[src/rtl/doorbell_pkg.sv]
package doorbell_pkg;
  localparam int PEER_W = 16;
  localparam int VEC_W  = 8;
  localparam int WORD_W = 32;

  typedef struct packed {
    logic              incEn;
    logic [PEER_W-1:0] incPeer;
    logic              clrEn;
    logic [PEER_W-1:0] clrPeer;
  } tableStrobes_t;
endpackage

[src/rtl/doorbell_table.sv]
module doorbell_table
  import doorbell_pkg::*;
#(
  parameter int NUM_PEERS   = 16,
  parameter int MAX_VECTORS = 8,
  localparam int CNT_W = $clog2(MAX_VECTORS + 1)
) (
  input  logic                 clk,
  input  logic                 rst_n,
  input  tableStrobes_t        strb,
  input  logic [PEER_W-1:0]    dbPeer,
  input  logic [PEER_W-1:0]    regPeer,
  output logic [CNT_W-1:0]     dbCount,
  output logic [CNT_W-1:0]     regCount
);
  logic [CNT_W-1:0] cnt [NUM_PEERS];

  always_ff @(posedge clk or negedge rst_n) begin
    if (!rst_n) begin
      for (int i = 0; i < NUM_PEERS; i++) cnt[i] <= '0;
    end else begin
      for (int i = 0; i < NUM_PEERS; i++) begin
        if (strb.clrEn && strb.clrPeer == PEER_W'(i))
          cnt[i] <= '0;
        else if (strb.incEn && strb.incPeer == PEER_W'(i))
          cnt[i] <= cnt[i] + 1'b1;
      end
    end
  end

  always_comb begin
    dbCount  = '0;
    regCount = '0;
    for (int i = 0; i < NUM_PEERS; i++) begin
      if (dbPeer == PEER_W'(i))  dbCount  = cnt[i];
      if (regPeer == PEER_W'(i)) regCount = cnt[i];
    end
  end

  for (genvar g = 0; g < NUM_PEERS; g++) begin : gChk
    AST_COUNT_BOUNDED: assert property (@(posedge clk) disable iff (!rst_n)
      32'(cnt[g]) <= MAX_VECTORS) else $error("count over limit");
    AST_CLEAR_ZERO: assert property (@(posedge clk) disable iff (!rst_n)
      (strb.clrEn && strb.clrPeer == PEER_W'(g)) |=> (cnt[g] == '0)) else $error("clear missed");
  end
endmodule

[src/rtl/doorbell_ctrl.sv]
module doorbell_ctrl
  import doorbell_pkg::*;
#(
  parameter int NUM_PEERS   = 16,
  parameter int MAX_VECTORS = 8,
  localparam int CNT_W = $clog2(MAX_VECTORS + 1)
) (
  input  logic                 clk,
  input  logic                 rst_n,
  input  logic                 dbValid,
  input  logic [WORD_W-1:0]    dbWord,
  input  logic                 regValid,
  input  logic [PEER_W-1:0]    regPeer,
  input  logic                 leaveValid,
  input  logic [PEER_W-1:0]    leavePeer,
  input  logic [CNT_W-1:0]     dbCount,
  input  logic [CNT_W-1:0]     regCount,
  output logic [PEER_W-1:0]    dbPeer,
  output tableStrobes_t        strb,
  output logic                 notifyPulse,
  output logic [PEER_W-1:0]    notifyPeer,
  output logic [VEC_W-1:0]     notifyVector,
  output logic                 dbDrop,
  output logic                 regAck,
  output logic [VEC_W-1:0]     regIndex,
  output logic                 regError,
  output logic                 leaveError
);
  logic [VEC_W-1:0] dbVec;
  logic dbPeerOk, dbHit, regPeerOk, regFull, leavePeerOk, regClash, regAccept;

  assign dbPeer      = dbWord[31:16];
  assign dbVec       = dbWord[7:0];
  assign dbPeerOk    = 32'(dbPeer) < NUM_PEERS;
  assign dbHit       = dbPeerOk && (32'(dbVec) < 32'(dbCount));
  assign regPeerOk   = 32'(regPeer) < NUM_PEERS;
  assign regFull     = 32'(regCount) >= MAX_VECTORS;
  assign leavePeerOk = 32'(leavePeer) < NUM_PEERS;
  assign regClash    = leaveValid && leavePeerOk && (leavePeer == regPeer);
  assign regAccept   = regValid && regPeerOk && !regFull && !regClash;

  always_comb begin
    strb.incEn   = regAccept;
    strb.incPeer = regPeer;
    strb.clrEn   = leaveValid && leavePeerOk;
    strb.clrPeer = leavePeer;
  end

  always_ff @(posedge clk or negedge rst_n) begin
    if (!rst_n) begin
      notifyPulse  <= 1'b0;
      notifyPeer   <= '0;
      notifyVector <= '0;
      dbDrop       <= 1'b0;
      regAck       <= 1'b0;
      regIndex     <= '0;
      regError     <= 1'b0;
      leaveError   <= 1'b0;
    end else begin
      notifyPulse <= dbValid && dbHit;
      dbDrop      <= dbValid && !dbHit;
      if (dbValid && dbHit) begin
        notifyPeer   <= dbPeer;
        notifyVector <= dbVec;
      end
      regAck     <= regAccept;
      regError   <= regValid && !regAccept;
      if (regAccept) regIndex <= VEC_W'(regCount);
      leaveError <= leaveValid && !leavePeerOk;
    end
  end

  AST_NOTIFY_NEEDS_DB: assert property (@(posedge clk) disable iff (!rst_n)
    notifyPulse |-> $past(dbValid)) else $error("notify without doorbell");
  AST_NOTIFY_PEER_RANGE: assert property (@(posedge clk) disable iff (!rst_n)
    notifyPulse |-> (32'(notifyPeer) < NUM_PEERS)) else $error("notify peer out of range");
  AST_DB_ONE_OUTCOME: assert property (@(posedge clk) disable iff (!rst_n)
    !(notifyPulse && dbDrop)) else $error("notify and drop together");
  AST_REG_ONE_OUTCOME: assert property (@(posedge clk) disable iff (!rst_n)
    !(regAck && regError)) else $error("ack and error together");
  AST_ACK_BELOW_LIMIT: assert property (@(posedge clk) disable iff (!rst_n)
    regAck |-> (32'(regIndex) < MAX_VECTORS)) else $error("index beyond limit");
  AST_LEAVE_ERR_SRC: assert property (@(posedge clk) disable iff (!rst_n)
    leaveError |-> $past(leaveValid)) else $error("leave error without notice");
endmodule

[src/rtl/doorbell_dispatch.sv]
module doorbell_dispatch
  import doorbell_pkg::*;
#(
  parameter int NUM_PEERS   = 16,
  parameter int MAX_VECTORS = 8
) (
  input  logic        clk,
  input  logic        rst_n,
  input  logic        dbValid,
  input  logic [31:0] dbWord,
  input  logic        regValid,
  input  logic [15:0] regPeer,
  input  logic        leaveValid,
  input  logic [15:0] leavePeer,
  output logic        notifyPulse,
  output logic [15:0] notifyPeer,
  output logic [7:0]  notifyVector,
  output logic        dbDrop,
  output logic        regAck,
  output logic [7:0]  regIndex,
  output logic        regError,
  output logic        leaveError
);
  localparam int CNT_W = $clog2(MAX_VECTORS + 1);

  tableStrobes_t      strb;
  logic [PEER_W-1:0]  dbPeer;
  logic [CNT_W-1:0]   dbCount, regCount;

  doorbell_ctrl #(.NUM_PEERS(NUM_PEERS), .MAX_VECTORS(MAX_VECTORS)) u_ctrl (
    .clk(clk), .rst_n(rst_n),
    .dbValid(dbValid), .dbWord(dbWord),
    .regValid(regValid), .regPeer(regPeer),
    .leaveValid(leaveValid), .leavePeer(leavePeer),
    .dbCount(dbCount), .regCount(regCount),
    .dbPeer(dbPeer), .strb(strb),
    .notifyPulse(notifyPulse), .notifyPeer(notifyPeer), .notifyVector(notifyVector),
    .dbDrop(dbDrop), .regAck(regAck), .regIndex(regIndex),
    .regError(regError), .leaveError(leaveError)
  );

  doorbell_table #(.NUM_PEERS(NUM_PEERS), .MAX_VECTORS(MAX_VECTORS)) u_table (
    .clk(clk), .rst_n(rst_n), .strb(strb),
    .dbPeer(dbPeer), .regPeer(regPeer),
    .dbCount(dbCount), .regCount(regCount)
  );
endmodule

[config.mk]
export PLATFORM = sky130hd
export DESIGN_NAME = doorbell_dispatch
export DESIGN_NICKNAME = d
export VERILOG_FILES = /design/src/rtl/doorbell_pkg.sv /design/src/rtl/doorbell_table.sv /design/src/rtl/doorbell_ctrl.sv /design/src/rtl/doorbell_dispatch.sv
export SDC_FILE = /design/constraint.sdc
export NUM_CORES = 1
export LEC_CHECK = 0
export BUFFER_PORTS_ARGS = -buffer_cell sky130_fd_sc_hd__buf_2
export CAP_MARGIN = 40
export CELL_PAD_IN_SITES_DETAIL_PLACEMENT = 1
export CELL_PAD_IN_SITES_GLOBAL_PLACEMENT = 2
export CORE_ASPECT_RATIO = 1.5
export CORE_MARGIN = 3
export CORE_UTILIZATION = 36
export CTS_CLUSTER_DIAMETER = 120
export CTS_CLUSTER_SIZE = 24
export DETAILED_ROUTE_END_ITERATION = 12
export HOLD_SLACK_MARGIN = 0.02
export PLACE_DENSITY = 0.83
export SYNTH_ARGS = -nofsm -noshare
export SYNTH_HDL_FRONTEND = slang
export SYNTH_HIERARCHICAL = 1
export SYNTH_SLANG_ARGS = --single-unit
[constraint.sdc]
create_clock -name clk -period 4.77 [get_ports clk]
set_clock_uncertainty 0.15 [all_clocks]
set_input_delay 0.954 -clock clk [delete_from_list [all_inputs] [get_ports clk]]
set_output_delay 0.954 -clock clk [all_outputs]
set_load 0.005 [all_outputs]
==> impl_results.rst <==
.. list-table::
   :header-rows: 1

   * - Metric
     - Value
   * - Primary flip-flop cell chosen by synthesis mapping
     - dfrtp_1
   * - Crit path capture type
     - flip-flop
   * - Startpoint class of the critical path
     - input pin
   * - Number of hold-slack violations in the final timing report
     - 0
   * - Utilization after layout
     - 0.411
   * - Buf+Inv Stages, Crit Path
     - 2
   * - Fraction of registers with async set or reset after synthesis
     - 1.00
   * - Most common library cell in the layout ignoring fill and taps
     - nor2_1
   * - Fraction of final layout cells with drive strength greater than 1
     - 0.244
   * - Cell family contributing the most delay on the critical path
     - simple AND/OR/NAND/NOR gates
   * - Switch Pwr
     - 0.453 mW
   * - Hold-fix buffers at CTS
     - 0
   * - Residual DRC count
     - 0
   * - Number of flops mapped to enable cells by yosys
     - 0
   * - Internal power
     - 1.31 mW
   * - Minimum setup slack after placement
     - -0.0186 ns
   * - Fraction of the cycle the final worst path needs
     - 0.931
   * - Least-Margin Pin Slew
     - 0.581 ns
   * - Length of routed met2 wiring
     - 10900 um
   * - Post-detailed-route count of antenna-violating nets
     - 0
   * - Later-pin clock latency in the skew report
     - 0.36 ns
   * - Number of cells upsized or downsized after cts
     - 0
   * - Commonest cells after routing, fill and taps aside
     - 120 x nor2_1, 97 x dfrtp_1, 92 x buf_2, 38 x mux2i_1, 36 x nand2_1
   * - Via count of the first global-routing pass
     - 6133
   * - Die boundary height
     - 175 um
   * - Die Wd
     - 118 um
   * - TritonCTS sink count
     - 97
   * - Cell seen most often among critical-path stages
     - nand4_1
   * - Portion of total power attributed to sequential cells
     - 0.468
   * - Antenna violations before repair
     - 0
   * - Initial core utilization
     - 0.367
   * - Worst supply voltage drop on vdd
     - 0.000162 V
   * - Cell-by-cell listing of the critical path
     - buf_2, mux4_2, mux2_2, a31oi_1, a21oi_1, nor4b_1, nand4_1, a21o_1, inv_1, nor4b_4, nand4b_4, nor3_2, nand4_1, xor2_1, nor2_1
   * - Number of iterations in the first detailed-routing pass
     - 5
   * - Metal3 WL
     - 997 um
   * - Non-filler cells in the finished layout
     - 1043
   * - Worst R2R End
     - u_table/cnt[27]$_DFFE_PN0P_
   * - Count of buffers inserted at the top-level ports
     - 93
   * - CTS Root Cell
     - clkbuf_16
   * - Sequential cell area
     - 2430 um^2
   * - Wire length of the first global-routing pass
     - 33500 um
   * - Final setup vio count
     - 0
   * - # Max-Cap Violations
     - 0
   * - Cell at the slowest stage of the critical path
     - mux4_2
   * - Syn Inst Count
     - 730
   * - Synth warnings
     - 6
   * - PD cells
     - 231 nW/um^2
   * - Die area
     - 20700 um^2
   * - Violation count after the first detailed-routing iteration
     - 363
   * - Register-to-register path setup slack
     - 0.70 ns
   * - Number of vias in the routed layout
     - 5752
   * - Final Worst Setup Slack
     - 0.330 ns
   * - Vias per cell
     - 5.51
   * - Avg Cell Area, Syn
     - 9.34 um^2
   * - Placed cell count
     - 1027
   * - Final min period
     - 4.44 ns
   * - Path depth of the worst reg2reg path
     - 14
   * - Topmost layer with routed signal wires
     - met4
   * - Highest net fanout along the worst path
     - 8
   * - Maximum number of pins on one net before global-route repair
     - 68
   * - Required time at the endpoint of the critical path
     - 4.85 ns
   * - Critical path start-end classification
     - input pin to flip-flop
   * - Register bit total from synthesis
     - 97
   * - Number of core rows
     - 61
   * - Arrival time at the worst endpoint
     - 4.52 ns
   * - Hold crit path type
     - input pin to asynchronous set/reset pin
   * - CTS tree
     - yes
   * - Relative contribution of the clock network to total power
     - 0.422
   * - Antenna cell count
     - 0
   * - FF-to-FF Start
     - u_table/cnt[39]$_DFFE_PN0P_
   * - Filler cell count in the final layout
     - 2198
   * - Number of buffers inserted to repair setup after CTS
     - 0
   * - Register clock-pin slew on the reported worst setup and hold paths
     - 0.06 ns
   * - Routability congestion estimate
     - 0.884
   * - Detailed placer's ending HPWL
     - 16600 um
   * - Area growth syn-to-layout
     - 11.8%
   * - Total negative slack for setup checks
     - 0 ns
   * - Netlist area before placement
     - 6820 um^2
   * - Core area
     - 18500 um^2
   * - Number of CTS-inserted buffers
     - 9
   * - Overall overflow remaining after global route
     - 0
   * - CTS max path bufs
     - 2
   * - Average wire length per cell after detail routing
     - 20.1 um
   * - Share of synthesized area occupied by flip-flops and latches
     - 0.356
   * - Number of unique standard cell types used by synthesis
     - 65
   * - Metal-1 WL
     - 8370 um
   * - Unrepaired setup endpoints after global routing
     - no
   * - Run status
     - finished clean
   * - Sw Share
     - 0.258
   * - Fin. max-slew vios
     - 0
   * - Number of nets in the layout
     - 874
   * - Timing-limited maximum frequency
     - 225 MHz
   * - H-tree levels
     - 3
   * - Multi-input gate area in the final layout
     - 3810 um^2
   * - Static leakage
     - 3.57 nW
   * - I/O Pins
     - 106
   * - Gate power share
     - 0.109
   * - All-Layer GR Usage
     - 0.206
   * - Highest cell delay on the worst timing path
     - 0.54 ns
   * - Slew margin rel.
     - 0.612
   * - Total wirelength of the detailed-routed design
     - 21000 um
## per-layer routing
layer / vias up / track usage
met5: - / 0
met4: 0 / 0.0836
met3: 42 / 0.0394
met2: 190 / 0.372
met1: 2868 / 0.237
li1: 2652 / -
## layout make-up
cell class	instances	area share
multi-input cells	540	0.500
flip-flops and latches	97	0.319
repair buffers	120	0.0923
well taps	252	0.0414
clock buffers	11	0.0305
inverters	18	0.00887
clock inverters	5	0.00838
## power groups by stage
stage,clock [mW],sequential [mW],combinational [mW]
floorplan,0,0.840,0.126
global placement,0,0.840,0.185
detailed placement,0,0.839,0.192
CTS,0.763,0.823,0.193
global route,0.797,0.823,0.210
finish,0.743,0.824,0.192
## flip-flops by register name, indices dropped and copies added, names as in the netlist, 4 cells and up
signal and count:
u_ctrl/notifyVector 8, u_ctrl/notifyPeer 16, u_ctrl/regIndex 4, u_table/cnt 64
## through the flow
stage	power (mW)	instance area, um^2	hold slack [ns]
5_1_grt	1.83	7620	0.250
2_1_floorplan	0.966	6830	0.328
4_1_cts	1.78	7620	0.252
6_report	1.76	7620	0.265
3_3_place_gp	1.02	7290	0.315
3_5_place_dp	1.03	7320	0.316
## cell usage after synthesis (10+ instances only)
cell	count	area, um^2
nand2b_1	11	68.8
nor4_1	18	113
buf_2	10	50.1
dfrtp_1	97	2430
a21oi_1	25	125
o21ai_0	15	75.1
nor3_2	14	140
xor2_1	30	263
nand2_1	36	135
nor3_1	11	55.1
ha_1	19	238
mux2_2	18	203
and2_1	11	68.8
buf_4	53	398
nand4_1	24	150
mux2i_1	38	380
xnor2_1	34	298
nor2_1	120	450
inv_1	16	60.1
o22ai_1	13	81.3
## worst max-delay path by stage
| stage | start | to | slack [ns] | cells after the start |
|---|---|---|---|---|
| after floorplan | regPeer[0] | u_table/cnt[39]$_DFFE_PN0P_ | 0.42 | 18 |
| after global placement | dbWord[30] | u_ctrl/notifyVector[5]$_DFFE_PN0P_ | 0.09 | 16 |
| after detailed placement | regPeer[0] | u_table/cnt[39]$_DFFE_PN0P_ | -0.02 | 15 |
| after CTS | regPeer[0] | u_table/cnt[39]$_DFFE_PN0P_ | 0.37 | 15 |
| after global routing | dbWord[30] | u_ctrl/notifyPeer[12]$_DFFE_PN0P_ | 0.17 | 16 |
| final | regPeer[0] | u_table/cnt[27]$_DFFE_PN0P_ | 0.33 | 15 |
## cell families after synthesis
logic type	count (synthesis)	synth area share
flops	97	0.356
fa+ha+maj	19	0.0349
buf+inv	96	0.0867
simple gates	291	0.233
xor+xnor	64	0.0822
other cells	1	0.000550
compound gates	97	0.0944
mux	65	0.112
Note: power is estimated with default switching activity, not from simulation.
